===== src/rtl/swb_pkg.sv =====
package swb_pkg;
  typedef enum logic [2:0] {
    SYM_ZERO = 3'd0,
    SYM_ONE  = 3'd1,
    SYM_MARK = 3'd2,
    SYM_INIT = 3'd3,
    SYM_ERR  = 3'd4
  } sym_e;

  typedef enum logic [2:0] {
    PH_IDLE,
    PH_OPC,
    PH_ADDR,
    PH_DATA,
    PH_READ,
    PH_INIT_T,
    PH_INIT_ID,
    PH_SKIP
  } phase_e;

  localparam int OPC_W = 3;
  localparam logic [OPC_W-1:0] OP_ADDR = 3'b010;
  localparam logic [OPC_W-1:0] OP_WR   = 3'b001;
  localparam logic [OPC_W-1:0] OP_RD   = 3'b101;
  localparam logic [OPC_W-1:0] OP_BC   = 3'b000;
  localparam logic [OPC_W-1:0] OP_INIT = 3'b011;
  localparam logic [OPC_W-1:0] OP_END  = 3'b111;
endpackage


===== src/rtl/swb_cmd_seq.sv =====
module swb_cmd_seq
  import swb_pkg::*;
#(
  parameter int ID_W  = 4,
  parameter int REG_W = 8
) (
  input  logic             clk,
  input  logic             rst,
  input  logic             sym_valid,
  input  logic [2:0]       sym_kind,
  input  logic             sel,
  input  logic             idv,
  input  logic             init_ok,
  output logic             addr_ev,
  output logic             data_ev,
  output logic             id_ev,
  output logic             rd_start,
  output logic             rd_active,
  output logic [REG_W-1:0] shv
);
  localparam int CNT_W = $clog2(REG_W + 1);
  localparam logic [CNT_W-1:0] ID_N  = CNT_W'(ID_W);
  localparam logic [CNT_W-1:0] REG_N = CNT_W'(REG_W);

  phase_e           ph, body, start_ph;
  sym_e             kind;
  logic [OPC_W-1:0] op, nop;
  logic [1:0]       ocnt;
  logic [CNT_W-1:0] dcnt;
  logic [REG_W-1:0] sh;
  logic             bitv;

  assign kind      = sym_e'(sym_kind);
  assign bitv      = (kind == SYM_ONE);
  assign nop       = {op[OPC_W-2:0], bitv};
  assign rd_active = (ph == PH_READ);
  assign shv       = sh;

  // Opcode decode: the phase the command body runs in.
  always_comb begin
    case (nop)
      OP_ADDR: start_ph = PH_ADDR;
      OP_WR:   start_ph = sel ? PH_DATA : PH_SKIP;
      OP_BC:   start_ph = PH_DATA;
      OP_RD:   start_ph = sel ? PH_READ : PH_SKIP;
      OP_INIT: start_ph = (init_ok && !idv) ? PH_INIT_T : PH_SKIP;
      default: start_ph = PH_SKIP;
    endcase
  end

  always_ff @(posedge clk) begin
    if (rst) begin
      ph       <= PH_IDLE;
      body     <= PH_IDLE;
      op       <= '0;
      ocnt     <= '0;
      dcnt     <= '0;
      sh       <= '0;
      addr_ev  <= 1'b0;
      data_ev  <= 1'b0;
      id_ev    <= 1'b0;
      rd_start <= 1'b0;
    end else begin
      addr_ev  <= 1'b0;
      data_ev  <= 1'b0;
      id_ev    <= 1'b0;
      rd_start <= 1'b0;
      if (sym_valid) begin
        case (kind)
          SYM_ERR: ph <= PH_IDLE;
          SYM_MARK: begin
            body <= (ph == PH_OPC) ? PH_IDLE : ph;
            ph   <= PH_OPC;
            op   <= '0;
            ocnt <= '0;
          end
          SYM_INIT: begin
            if (ph == PH_INIT_T) begin
              ph   <= PH_INIT_ID;
              dcnt <= '0;
            end
          end
          SYM_ZERO, SYM_ONE: begin
            if (ph == PH_OPC) begin
              op   <= nop;
              ocnt <= ocnt + 2'd1;
              if (ocnt == 2'd2) begin
                dcnt <= '0;
                if (nop == OP_END) begin
                  ph <= PH_IDLE;
                  case (body)
                    PH_ADDR:    addr_ev <= (dcnt >= ID_N);
                    PH_DATA:    data_ev <= (dcnt >= REG_N);
                    PH_INIT_ID: id_ev   <= (dcnt >= ID_N);
                    default: ;
                  endcase
                end else begin
                  ph <= start_ph;
                end
                if (nop == OP_RD && sel) rd_start <= 1'b1;
              end
            end else if (ph == PH_ADDR || ph == PH_DATA || ph == PH_INIT_ID) begin
              sh <= {bitv, sh[REG_W-1:1]};
              if (dcnt != REG_N) dcnt <= dcnt + 1'b1;
            end
          end
          default: ;
        endcase
      end
    end
  end
endmodule


===== src/rtl/swb_ctrl_bank.sv =====
module swb_ctrl_bank #(
  parameter int              ID_W    = 4,
  parameter int              REG_W   = 8,
  parameter logic [REG_W-1:0] REG_RST = 8'h60
) (
  input  logic             clk,
  input  logic             rst,
  input  logic             addr_ev,
  input  logic             data_ev,
  input  logic             id_ev,
  input  logic [REG_W-1:0] shv,
  output logic [REG_W-1:0] ctrl,
  output logic             sel,
  output logic             idv
);
  logic [ID_W-1:0] my_id;
  logic [ID_W-1:0] last_id;
  logic            soft_rst;

  assign last_id  = shv[REG_W-1 -: ID_W];
  assign soft_rst = data_ev && (&shv);

  always_ff @(posedge clk) begin
    if (rst || soft_rst) begin
      ctrl  <= REG_RST;
      sel   <= 1'b0;
      idv   <= 1'b0;
      my_id <= '0;
    end else begin
      if (data_ev) ctrl <= shv;
      if (addr_ev) sel <= idv && (last_id == my_id);
      if (id_ev) begin
        my_id <= last_id;
        idv   <= 1'b1;
      end
    end
  end
endmodule


===== src/rtl/swb_readback.sv =====
module swb_readback #(
  parameter int REG_W    = 8,
  parameter int HOLD_CYC = 960
) (
  input  logic             clk,
  input  logic             rst,
  input  logic             rd_start,
  input  logic             rd_active,
  input  logic             line_fall,
  input  logic [REG_W-1:0] ctrl,
  output logic             line_pull
);
  localparam int PTR_W = $clog2(REG_W);
  localparam int HW    = $clog2(HOLD_CYC + 1);
  localparam logic [PTR_W-1:0] LAST   = PTR_W'(REG_W - 1);
  localparam logic [HW-1:0]    HOLD_N = HW'(HOLD_CYC);

  logic [PTR_W-1:0] ptr;
  logic [HW-1:0]    hcnt;

  always_ff @(posedge clk) begin
    if (rst) begin
      ptr       <= '0;
      hcnt      <= '0;
      line_pull <= 1'b0;
    end else if (rd_start) begin
      ptr <= '0;
    end else if (rd_active && line_fall) begin
      line_pull <= ctrl[ptr];
      hcnt      <= HOLD_N;
      ptr       <= (ptr == LAST) ? '0 : ptr + 1'b1;
    end else if (hcnt != '0) begin
      hcnt <= hcnt - 1'b1;
      if (hcnt == HW'(1)) line_pull <= 1'b0;
    end
  end
endmodule


===== src/rtl/swb_slave_ctrl.sv =====
module swb_slave_ctrl #(
  parameter int               ID_W     = 4,
  parameter int               REG_W    = 8,
  parameter logic [REG_W-1:0] REG_RST  = 8'h60,
  parameter int               HOLD_CYC = 960
) (
  input  logic       clk,
  input  logic       rst,
  input  logic       sym_valid,
  input  logic [2:0] sym_kind,
  input  logic       line_fall,
  input  logic       init_eligible,
  output logic       line_pull,
  output logic       sync_dir,
  output logic       in_sel,
  output logic       filt_en,
  output logic       clamp_hi,
  output logic [1:0] boost,
  output logic       out_dis
);
  localparam int TOP = REG_W - 1;

  logic             addr_ev_w, data_ev_w, id_ev_w, rd_start_w, rd_act_w;
  logic             sel_w, idv_w;
  logic [REG_W-1:0] shv_w, ctrl_w;

  swb_cmd_seq #(.ID_W(ID_W), .REG_W(REG_W)) seq_i (
    .clk(clk), .rst(rst), .sym_valid(sym_valid), .sym_kind(sym_kind),
    .sel(sel_w), .idv(idv_w), .init_ok(init_eligible),
    .addr_ev(addr_ev_w), .data_ev(data_ev_w), .id_ev(id_ev_w),
    .rd_start(rd_start_w), .rd_active(rd_act_w), .shv(shv_w)
  );

  swb_ctrl_bank #(.ID_W(ID_W), .REG_W(REG_W), .REG_RST(REG_RST)) bank_i (
    .clk(clk), .rst(rst), .addr_ev(addr_ev_w), .data_ev(data_ev_w),
    .id_ev(id_ev_w), .shv(shv_w), .ctrl(ctrl_w), .sel(sel_w), .idv(idv_w)
  );

  swb_readback #(.REG_W(REG_W), .HOLD_CYC(HOLD_CYC)) rb_i (
    .clk(clk), .rst(rst), .rd_start(rd_start_w), .rd_active(rd_act_w),
    .line_fall(line_fall), .ctrl(ctrl_w), .line_pull(line_pull)
  );

  assign sync_dir = ctrl_w[TOP];
  assign in_sel   = ctrl_w[TOP-1];
  assign filt_en  = ctrl_w[TOP-2];
  assign clamp_hi = ctrl_w[TOP-3];
  assign boost    = ctrl_w[TOP-4 -: 2];
  assign out_dis  = ctrl_w[TOP-6];
endmodule


===== config.mk =====
export PLATFORM = sky130hd
export DESIGN_NAME = swb_slave_ctrl
export DESIGN_NICKNAME = d
export VERILOG_FILES = /design/src/rtl/swb_pkg.sv /design/src/rtl/swb_cmd_seq.sv /design/src/rtl/swb_ctrl_bank.sv /design/src/rtl/swb_readback.sv /design/src/rtl/swb_slave_ctrl.sv
export SDC_FILE = /design/constraint.sdc
export NUM_CORES = 1
export LEC_CHECK = 0
export CORE_MARGIN = 2
export CORE_UTILIZATION = 45
export CTS_CLUSTER_DIAMETER = 40
export DETAILED_ROUTE_END_ITERATION = 6
export DONT_BUFFER_PORTS = 1
export PLACE_DENSITY = 0.67
export SLEW_MARGIN = 20
export SYNTH_ARGS = -nofsm -noshare
export SYNTH_HDL_FRONTEND = slang
export SYNTH_SLANG_ARGS = --single-unit

===== constraint.sdc =====
create_clock -name clk -period 2.1 [get_ports clk]
set_input_delay 0.315 -clock clk [delete_from_list [all_inputs] [get_ports clk]]
set_output_delay 0.315 -clock clk [all_outputs]
set_load 0.02 [all_outputs]

# Word level (Yosys, flattened, before mapping)
# Cells that the tools add are included.
[classes]
n_eq_ne = 29
bitwise = 9
magnitude_cmp = 3
muxes = 29
reduce_logical = 31
n_addsub = 4
[op_table]
columns = ["op", "count"]
rows = [
  ["3-bit by 2-bit == test with 1-bit output (second input constant)", 8],
  ["3-bit == test (second input constant)", 8],
  ["3-bit 2-to-1 mux", 7],
  ["7-bit OR reduction", 3],
  ["10-bit 2-to-1 mux", 2],
  ["4-bit 2-to-1 mux", 5],
  ["3-bit case mux with 5 select lines", 1],
  ["3-bit case mux with 4 select lines", 1],
  ["10-bit by 1-bit == test with 1-bit output (second input constant)", 1],
  ["10-bit nonzero test", 1],
  ["10-bit by 1-bit subtractor with 10-bit output (second input constant)", 1],
  ["3-bit by 1-bit == test with 1-bit output (second input constant)", 3],
  ["1-bit NOT", 9],
  ["2-bit 2-to-1 mux", 4],
  ["2-bit case mux with 2 select lines", 2],
  ["4-bit case mux with 2 select lines", 1],
  ["8-bit AND reduction", 1],
  ["2-bit nonzero test", 4],
  ["3-bit zero test", 2],
  ["2-bit by 1-bit inequality test with 1-bit output (second input constant)", 3],
  ["3-bit by 1-bit inequality test with 1-bit output (second input constant)", 2],
  ["3-bit AND reduction", 2],
  ["6-bit AND reduction", 1],
  ["1-bit logical AND", 5],
  ["other kinds (20)", 28],
]
[totals]
wordCells = 122
regBits = 54
inputBits = 8

# Depth between registers and ports, before layout
# Gate-level depths: netlist (run 1).
[depth]
depth_word = 8
depth_mapped = 7
ltp_nobuf = 7

# Hierarchy
# From an unflattened synthesis (run 1), not the netlist that was laid out.
[unflattened]
hier_cells = 289
area_unflattened_um2 = 2683.8
[modules_own_cells]
columns = ["module", "area_each_um2", "cells_per_inst", "n_inst"]
rows = [
  ["swb_cmd_seq", 1306.3, 146, 1],
  ["swb_readback", 817.0, 88, 1],
  ["swb_ctrl_bank", 560.5, 55, 1],
]

# Least setup slack after synthesis (run 1)
# OpenSTA, ideal clock, no wires.
[synth_path]
path_type = "reg2reg"
start = "register seq_i.ph[2]"
end = "register seq_i.op[1]"
setup_slack_ps = 282
path_stages_with_launch = 6
setup_ps = 71
period_less_slack_ps = 1818
required_ps = 2029
t_arrival_ps = 1748
cell_sequence = "dfxtp_1 -> buf_6 -> or4b_4 -> a21o_1 -> or4b_1 -> a21oi_1"
[synth_via]
elab_chain_cells = 3
[synth_rtl]
columns = ["item", "line", "source"]
rows = [
  ["start, declared", "swb_cmd_seq.sv:25", "phase_e ph, body, start_ph;"],
  ["start signal, assigned", "swb_cmd_seq.sv:98", "ph <= start_ph;"],
  ["3-bit by 1-bit == test with 1-bit output", "swb_cmd_seq.sv:84", "if (ph == PH_OPC) begin"],
  ["2-bit by 1-bit inequality test with 1-bit output (no line)", "--", ""],
  ["3-bit AND reduction (no line)", "--", ""],
  ["end signal, assigned", "swb_cmd_seq.sv:85", "op <= nop;"],
  ["end, declared", "swb_cmd_seq.sv:27", "logic [OPC_W-1:0] op, nop;"],
]
# No other way between the ends.
# A chain may end at the register's enable or synchronous reset.

# Final worst setup path (run 1)
[layout_path]
start = "register seq_i.ph[0]"
end = "register seq_i.op[1]"
# Same word-level chain as after synthesis.

==> results.toml, run 1 <==
[outcome]
outcome = "finished clean"

[clock_network]
cts_buffers = 5
clock_latency_ns = 0.31
cts_buffer_depth = 2
cts.sinks = 54
cts-root-buf = "clkbuf_8"
hold_buffers = 0
cts_tree = "yes"
cts.clk_slew.worst_paths_ns = 0.09
htree_levels = 2

[power_and_ir_drop]
p_leak_nw = 1.03
power_mw = 2.26
ir_drop_mv = 0.400
power_density_nw_per_um2 = 816

[timing]
skew_ns = 0.00653
setup_viol = 0
fin_tns_setup_ns = 0
max_freq_mhz = 518
tightest_slew_ns = 0.491
period_share = 0.919
final.min_clock_period_ns = 1.93
finalHoldViolCount = 0
rsz0062_at_grt = "no"
whs_ns = 0.0689
drv_slew = 0
relSlewSlack = 0.672

[setup_path]
crit_chain = "or4b_4 > a21o_1 > or4b_1 > a21oi_1"
required_ns = 2.34
worstPathMaxFanout = 10
cp_slowest_cell = "or4b_4"
worst-setup-path-type = "reg -> reg"
r2r-start = "seq_i.ph[0]"
start_kind = "flop"
cp_data_arrival_time_ns = 2.17
cp_slowest_stage_delay_ns = 0.52
end_kind = "flop"
crit_start = "seq_i.ph[0]"

[die]
core_region_area_um2 = 5540
start_util = 0.467
die_w_um = 79.9
num_io_pins = 16
die_y_um = 79.9
num_rows = 27
die-area_um2 = 6380

[yosys]
synth_ff_type = "dfxtp_1"
syn_area_per_cell_um2 = 8.87
syn_nets = 308
syn_inst = 292
syn_area_um2 = 2590
seq_area_frac_synth = 0.417
ys_async_sr_fraction = 0
ys_ff_latch = 54
ys_types = 51
synth_edf_count = 0
yosysWarnings = 0

[worst_hold_path]
min_from = "rst"
min_path_type = "in -> reg"

[layout]
multi_input_area_um2 = 1410
nets = 307
fill_cells = 560
drive_above_1_share = 0.0788
areaGrowthSynthToFinish_pct = 6.81
seqCellArea_um2 = 1080
post-route-util = 0.499
num_antenna_cells = 0

[route]
via_per_inst = 5.52
dr.pass1.iters = 4
vias = 2009
route.detailed.drc = 0
wl_per_cell_um = 13.8
drt-total-wl_um = 5010
drtAntennaViolNets = 0
dr.first_iter.drc_count = 102

[grt]
globalRouteTotalUtil = 0.169
grt_overflow = 0
grt_pass1_vias = 1876
antenna_found_initial = 0
grt_start_max_net_pins = 35
grt_pass1_wl_um = 8570

[job]
cap_violations = 0

[placed_design]
gp_congestion = 0.788
hpwlAfterDp_um = 3550
port_buffers = 0
[critical path: cells and delay by family (launching register included)]
kind,cells,cell delay (ns)
AND/OR/NAND/NOR,2,1.00
flip-flops,1,0.48
AO/OA/AOI/OAI,2,0.40
[worst paths after layout]
check,endpoint,slack (ns),depth (start not counted)
worst max register to register,seq_i.op[1],0.17,4
worst min register to register,bank_i.sel,0.48,2
worst min-delay path,seq_i.dcnt[1],0.07,1
worst max-delay path,seq_i.op[1],0.17,4
[flip-flops by register name, indices dropped and copies added, names as in the netlist]
signal,flops
rb_i.ptr,3
bank_i.my_id,4
bank_i.idv,1
seq_i.body,3
rb_i.hcnt,10
seq_i.id_ev,1
seq_i.op,2
bank_i.ctrl,8
seq_i.ocnt,2
seq_i.shv,8
seq_i.addr_ev,1
seq_i.rd_start,1
seq_i.data_ev,1
rb_i.line_pull,1
seq_i.dcnt,4
bank_i.sel,1
seq_i.ph,3
[report_power, final]
| part | switching [mW] | internal, mW |
|---|---|---|
| clock network | 0.340 | 0.266 |
| logic | 0.285 | 0.222 |
| registers | 0.0556 | 1.09 |
| total | 0.680 | 1.58 |
[kinds of logic after synthesis]
group | Yosys count | synth area share
buffers and inverters | 26 | 0.0440
DFF | 54 | 0.417
adders and majority gates | 8 | 0.0386
and+or+nand+nor | 121 | 0.247
AOI/OAI and AO/OA | 53 | 0.131
muxes | 21 | 0.0908
xor gates and xnor gates | 9 | 0.0304
[layout by cell type, fill, tap and decap left out, types with 2 or more instances in the layout]
cell      synthesis  routed
mux4_2            2       2
nor3_1           10      10
or3_1             3       3
a211oi_1          3       3
mux2i_1          19      19
clkbuf_8          0       6
buf_4             2       7
nor4b_1           2       2
o21ai_0           6       6
nor2_1           34      34
inv_1            11      11
nand4_1           4       4
xor2_1            6       6
ha_1              8       8
nand2b_1         11      11
nand3b_1          2       2
nor2b_1           4       4
dfxtp_1          54      54
or4_1             2       2
a211o_1           3       3
a31oi_1           2       2
nand2_1          22      22
o32ai_1           2       2
xnor2_1           3       3
nor4_1            6       5
nand3_1           8       8
o31ai_1           4       4
a21oi_1          25      25
[cells in the mapped netlist (2+ instances only)]
master,instances,share of area
dfxtp_1,54,0.42
nor3b_1,2,0.0058
nor2_1,34,0.049
nand3b_1,2,0.0058
a211o_1,3,0.010
inv_1,11,0.016
nand4_1,4,0.0097
mux4_2,2,0.017
nand2b_1,11,0.027
nor4_1,6,0.014
o31ai_1,4,0.012
ha_1,8,0.039
clkbuf_1,10,0.014
mux2i_1,19,0.073
buf_4,2,0.0058
o32ai_1,2,0.0068
o21ai_0,6,0.012
nand2_1,22,0.032
xor2_1,6,0.020
nand3_1,8,0.015
nor3_1,10,0.019
or3_1,3,0.0072
or4_1,2,0.0058
nor4b_1,2,0.0068
a31oi_1,2,0.0048
xnor2_1,3,0.010
nor2b_1,4,0.0097
a21oi_1,25,0.048
a211oi_1,3,0.0087
[cell type report]
cell class / instances / area share
clock buffers: 6 / 0.0299
clock inverters: 2 / 0.00452
inverters: 11 / 0.0149
multi-input cells: 212 / 0.508
flip-flops and latches: 54 / 0.391
well taps: 72 / 0.0326
repair buffers: 7 / 0.0190
[layer usage]
metal | track usage | part of all wire | up-vias
met1 | 0.218 | 0.49 | 942
met3 | 0.0351 | 0.034 | 6
met4 | 0.0559 | 0.010 | 0
met2 | 0.282 | 0.47 | 27
met5 | 0 | 0 | -
li1 | - | - | 1034
[timing repair]
| action | 4_1_cts | 5_1_grt |
|---|---|---|
| resized for setup | 0 | 2 |
| endpoints found under the setup margin | 0 | 3 |
| buffers inserted | 0 | 0 |
[metrics by stage]
step	setup WS (ns)	area (µm²)	std cells
2_1_floorplan	0.282	2590	292
3_3_place_gp	0.241	2660	356
3_5_place_dp	0.184	2660	356
4_1_cts	0.177	2760	364
5_1_grt	0.0225	2770	364
6_report	0.170	2770	364
No activity file was read; power rests on OpenSTA's default activity.
==> run 2, diff against run 1 <==
--- a/config.mk
+++ b/config.mk
@@ -10,6 +10,7 @@
 export CTS_CLUSTER_DIAMETER = 40
 export DETAILED_ROUTE_END_ITERATION = 6
 export DONT_BUFFER_PORTS = 1
+export HOLD_SLACK_MARGIN = 0.1
 export PLACE_DENSITY = 0.67
 export SLEW_MARGIN = 20
 export SYNTH_ARGS = -nofsm -noshare
==> run 2 against run 1 <==
Critical path depth is the same. Clock skew is essentially flat. Routed wire length grew 1.3%. Count of clock-buffer cells in the layout is the same. Non-clock buffer count grew 2. First-iteration DRC count shrank 12%. Critical path type unchanged.
==> results.toml, run 2 (synthesized netlist as in run 1, its figures left out) <==
[outcome]
outcome = "finished clean"

[timing]
max_freq_mhz = 518
setup_viol = 0
relSlewSlack = 0.625
rsz0062_at_grt = "no"
skew_ns = 0.00639
drv_slew = 0
fin_tns_setup_ns = 0
final.min_clock_period_ns = 1.93
finalHoldViolCount = 0
period_share = 0.919
tightest_slew_ns = 0.563

[layout]
fill_cells = 559
layout_common_cells = "dfxtp_1 (54), nor2_1 (34), a21oi_1 (25), nand2_1 (22), mux2i_1 (19)"
post-route-util = 0.502
final_cell_area_um2 = 2780
num_antenna_cells = 0
regMostFlops = "rb_i.hcnt"
drive_above_1_share = 0.0816
areaGrowthSynthToFinish_pct = 7.39
nets = 309
layout_commonest_cell = "dfxtp_1"
largest_reg_flops = 10

[clock_network]
cts_buffers = 5
cts-root-buf = "clkbuf_8"
cts_tree = "yes"
clock_latency_ns = 0.31
cts_buffer_depth = 2
htree_levels = 2
cts.clk_slew.worst_paths_ns = 0.10
cts.sinks = 54

[route]
drtAntennaViolNets = 0
route.detailed.drc = 0
dr.pass1.iters = 4
dr.first_iter.drc_count = 90
drt-met1-wl_um = 2500
vias = 2017
routed-wl-met2_um = 2370
drt-total-wl_um = 5080
routed.top_layer = "met4"
via_per_inst = 5.51
wl_per_cell_um = 13.9
wl_met3_um = 163

[grt]
grt_start_max_net_pins = 30
grt_pass1_vias = 1876
globalRouteTotalUtil = 0.171
antenna_found_initial = 0
grt_pass1_wl_um = 8660
grt_overflow = 0

[die]
die_w_um = 79.9
num_io_pins = 16
die-area_um2 = 6380
num_rows = 27
die_y_um = 79.9
start_util = 0.467
core_region_area_um2 = 5540

[setup_path]
start_kind = "flop"
cp_slowest_stage_delay_ns = 0.51
critPathBufInv = 0
required_ns = 2.34
cp_data_arrival_time_ns = 2.17
end_kind = "flop"
crit_chain = "or4b_4 > a21o_1 > or4b_1 > a21oi_1"
worstPathMaxFanout = 10
cp_slowest_cell = "or4b_4"
worst-setup-path-type = "reg -> reg"
critPathTopFamily = "simple AND/OR/NAND/NOR gates"

[placed_design]
gp_congestion = 0.788
port_buffers = 0
hpwlAfterDp_um = 3550
dpl_cell_area_um2 = 2660

[job]
cap_violations = 0

[power_and_ir_drop]
power_mw = 2.27
ir_drop_mv = 0.404
p_leak_nw = 1.04
power_density_nw_per_um2 = 816

[worst_hold_path]
min_path_type = "in -> reg"
run 2: cell type report:
class | instances | area [µm²] | area share
clock buffers | 6 | 82.6 | 0.0297
repair buffers | 9 | 67.6 | 0.0243
flip-flops and latches | 54 | 1080 | 0.389
multi-input cells | 212 | 1410 | 0.506
clock inverters | 2 | 12.5 | 0.00450
well taps | 72 | 90.1 | 0.0324
inverters | 11 | 41.3 | 0.0148
run 2: final timing paths:
kind / depth (start not counted) / end / slack, ns / start
setup / recovery: 4 / seq_i.op[1] / 0.17 / seq_i.ph[0]
hold / removal: 1 / seq_i.dcnt[2] / 0.12 / rst
setup reg to reg: 4 / seq_i.op[1] / 0.17 / seq_i.ph[0]
hold reg to reg: 2 / bank_i.sel / 0.47 / seq_i.addr_ev
run 2: routing by layer:
metal	up-vias	track usage
met1	944	0.219
li1	1041	-
met2	26	0.287
met4	0	0.0559
met5	-	0
met3	6	0.0373
run 2: repair_timing:
item	in CTS	in global routing
hold endpoints to repair	29	0
endpoints found under the setup margin	0	3
hold buffers	2	0
gates resized for setup	0	2
buffers inserted	0	0
run 2: metrics by stage:
| stage | instances | worst slack, ns | hold slack (ns) |
|---|---|---|---|
| 6_report | 366 | 0.171 | 0.119 |
| 3_5_place_dp | 356 | 0.184 | 0.390 |
| 5_1_grt | 366 | 0.0215 | 0.106 |
| 2_1_floorplan | 292 | 0.282 | 0.427 |
| 3_3_place_gp | 356 | 0.241 | 0.388 |
| 4_1_cts | 366 | 0.164 | 0.108 |
run 2: worst register-to-register path: stages (launching register included):
cell,delay [ns]
dfxtp_1,0.48
or4b_4,0.51
a21o_1,0.25
or4b_1,0.48
a21oi_1,0.15
run 2: report_power, final:
group	leakage, nW	internal [mW]	switching [mW]
registers	0.437	1.09	0.0555
logic	0.555	0.224	0.294
clock network	0.0472	0.266	0.343
==> run 3, diff against run 2 <==
--- a/config.mk
+++ b/config.mk
@@ -11,7 +11,7 @@
 export DETAILED_ROUTE_END_ITERATION = 6
 export DONT_BUFFER_PORTS = 1
 export HOLD_SLACK_MARGIN = 0.1
-export PLACE_DENSITY = 0.67
+export PLACE_DENSITY = 0.58
 export SLEW_MARGIN = 20
 export SYNTH_ARGS = -nofsm -noshare
 export SYNTH_HDL_FRONTEND = slang
==> constraint.sdc (replaced) <==
create_clock -name clk -period 2.2 [get_ports clk]
set_input_delay 0.33 -clock clk [delete_from_list [all_inputs] [get_ports clk]]
set_output_delay 0.33 -clock clk [all_outputs]
set_load 0.02 [all_outputs]
==> run 3 against run 2 <==
Hold slack better by 0.0081 ns. First-iteration DRC count is 24% lower. Routed wire length is 2.0% higher. Via count decreased by 2.3%. Largest cell class unchanged. Largest power group unchanged.
==> results.toml, run 3 (synthesized netlist as in run 1, its figures left out) <==
[worst_hold_path]
min_path_type = "in -> reg"
holdPathStages = 1

[clock_network]
clock_latency_ns = 0.30
cts-root-buf = "clkbuf_8"
cts.clk_slew.worst_paths_ns = 0.09
htree_levels = 2
cts_buffer_depth = 2
cts_buffers = 5
cts.sinks = 54
cts_setup_buffers = 0
cts_tree = "yes"

[die]
num_rows = 27
die_y_um = 79.9
start_util = 0.467
die-area_um2 = 6380
num_io_pins = 16
core_region_area_um2 = 5540
die_w_um = 79.9

[timing]
finalHoldViolCount = 0
whs_ns = 0.127
final.min_clock_period_ns = 1.95
rsz0062_at_grt = "no"
setup_viol = 0
period_share = 0.886
relSlewSlack = 0.593
fin_tns_setup_ns = 0
drv_slew = 0
tightest_slew_ns = 0.604
skew_ns = 0.00970
max_freq_mhz = 513

[layout]
regMostFlops = "rb_i.hcnt"
num_antenna_cells = 0
layout_common_cells = "dfxtp_1 (54), nor2_1 (34), a21oi_1 (25), nand2_1 (22), mux2i_1 (19)"
nets = 307
stdcell_count = 364
areaGrowthSynthToFinish_pct = 6.81
largest_reg_flops = 10
drive_above_1_share = 0.0719
final_cell_area_um2 = 2770
layout_commonest_cell = "dfxtp_1"

[placed_design]
dpl_cell_area_um2 = 2650
hpwlAfterDp_um = 3620
port_buffers = 0
gp_congestion = 0.830
dpl.cell_count = 355

[route]
drt-total-wl_um = 5180
wl_per_cell_um = 14.2
vias = 1970
drtAntennaViolNets = 0
via_per_inst = 5.41
dr.pass1.iters = 4
dr.first_iter.drc_count = 68
route.detailed.drc = 0

[job]
cap_violations = 0

[setup_path]
required_ns = 2.43
cp_data_arrival_time_ns = 2.17
cp_slowest_cell = "or4b_4"
worst-setup-path-type = "reg -> reg"
crit_chain = "or4b_4 > a21o_1 > or4b_1 > a21oi_1"
reg2regPathDepth = 4
start_kind = "flop"
worstPathMaxFanout = 10
cp_slowest_stage_delay_ns = 0.51
end_kind = "flop"

[power_and_ir_drop]
p_leak_nw = 1.04
p_clk_frac = 0.294
p_seq_frac = 0.493
netSwitchingFraction = 0.288
p_int_mw = 1.57
power_density_nw_per_um2 = 799
comb_power_share = 0.213
ir_drop_mv = 0.385
netSwitchingPower_mw = 0.636

[grt]
grt_pass1_wl_um = 9000
grt_pass1_vias = 1940
grt_overflow = 0
globalRouteTotalUtil = 0.176
grt_start_max_net_pins = 29
antenna_found_initial = 0

[outcome]
outcome = "finished clean"
run 3: worst paths after layout:
check	slack (ns)	from	to
worst max-delay path	0.25	seq_i.ph[0]	seq_i.op[1]
worst min-delay path	0.13	rst	rb_i.hcnt[1]
worst max register to register	0.25	seq_i.ph[0]	seq_i.op[1]
worst min register to register	0.48	seq_i.addr_ev	bank_i.sel
run 3: repair_timing:
item,in CTS,in global routing
gates resized for setup,0,0
endpoints found under the setup margin,0,0
hold buffers,1,0
hold endpoints to repair,28,0
run 3: critical path, delay by kind of cell, from the launching register on:
family	cells	cell delay, ns
AND/OR/NAND/NOR	2	0.99
AO/OA/AOI/OAI	2	0.39
flip-flops	1	0.50
run 3: layout make-up:
class | instances | area [µm²]
sequential | 54 | 1080
clock inverter | 3 | 40.0
tap | 72 | 90.1
fill | 537 | 2770
inverter | 11 | 41.3
timing repair buffer | 7 | 50.0
clock buffer | 5 | 68.8
multi-input combinational | 212 | 1400
run 3: metal layers:
metal / up-vias / wire length, µm / track usage
met5: - / 0 / 0
met3: 4 / 140 / 0.0373
met1: 908 / 2720 / 0.235
met2: 19 / 2290 / 0.292
met4: 0 / 35 / 0.0407
li1: 1039 / - / -
run 3: power groups by stage:
| stage | combinational, mW | clock, mW | sequential (mW) |
|---|---|---|---|
| after floorplan | 0.402 | 0 | 1.10 |
| after global placement | 0.455 | 0 | 1.11 |
| after detailed placement | 0.458 | 0 | 1.11 |
| after CTS | 0.472 | 0.675 | 1.09 |
| after global routing | 0.542 | 0.712 | 1.10 |
| final | 0.471 | 0.649 | 1.09 |
run 3: stage by stage:
stage	setup slack [ns]	total power [mW]	util
after floorplan	0.382	1.50	-
after global placement	0.335	1.57	0.479
after detailed placement	0.274	1.57	0.479
after CTS	0.249	2.24	0.500
after global routing	0.0798	2.35	0.499
final	0.251	2.21	0.499
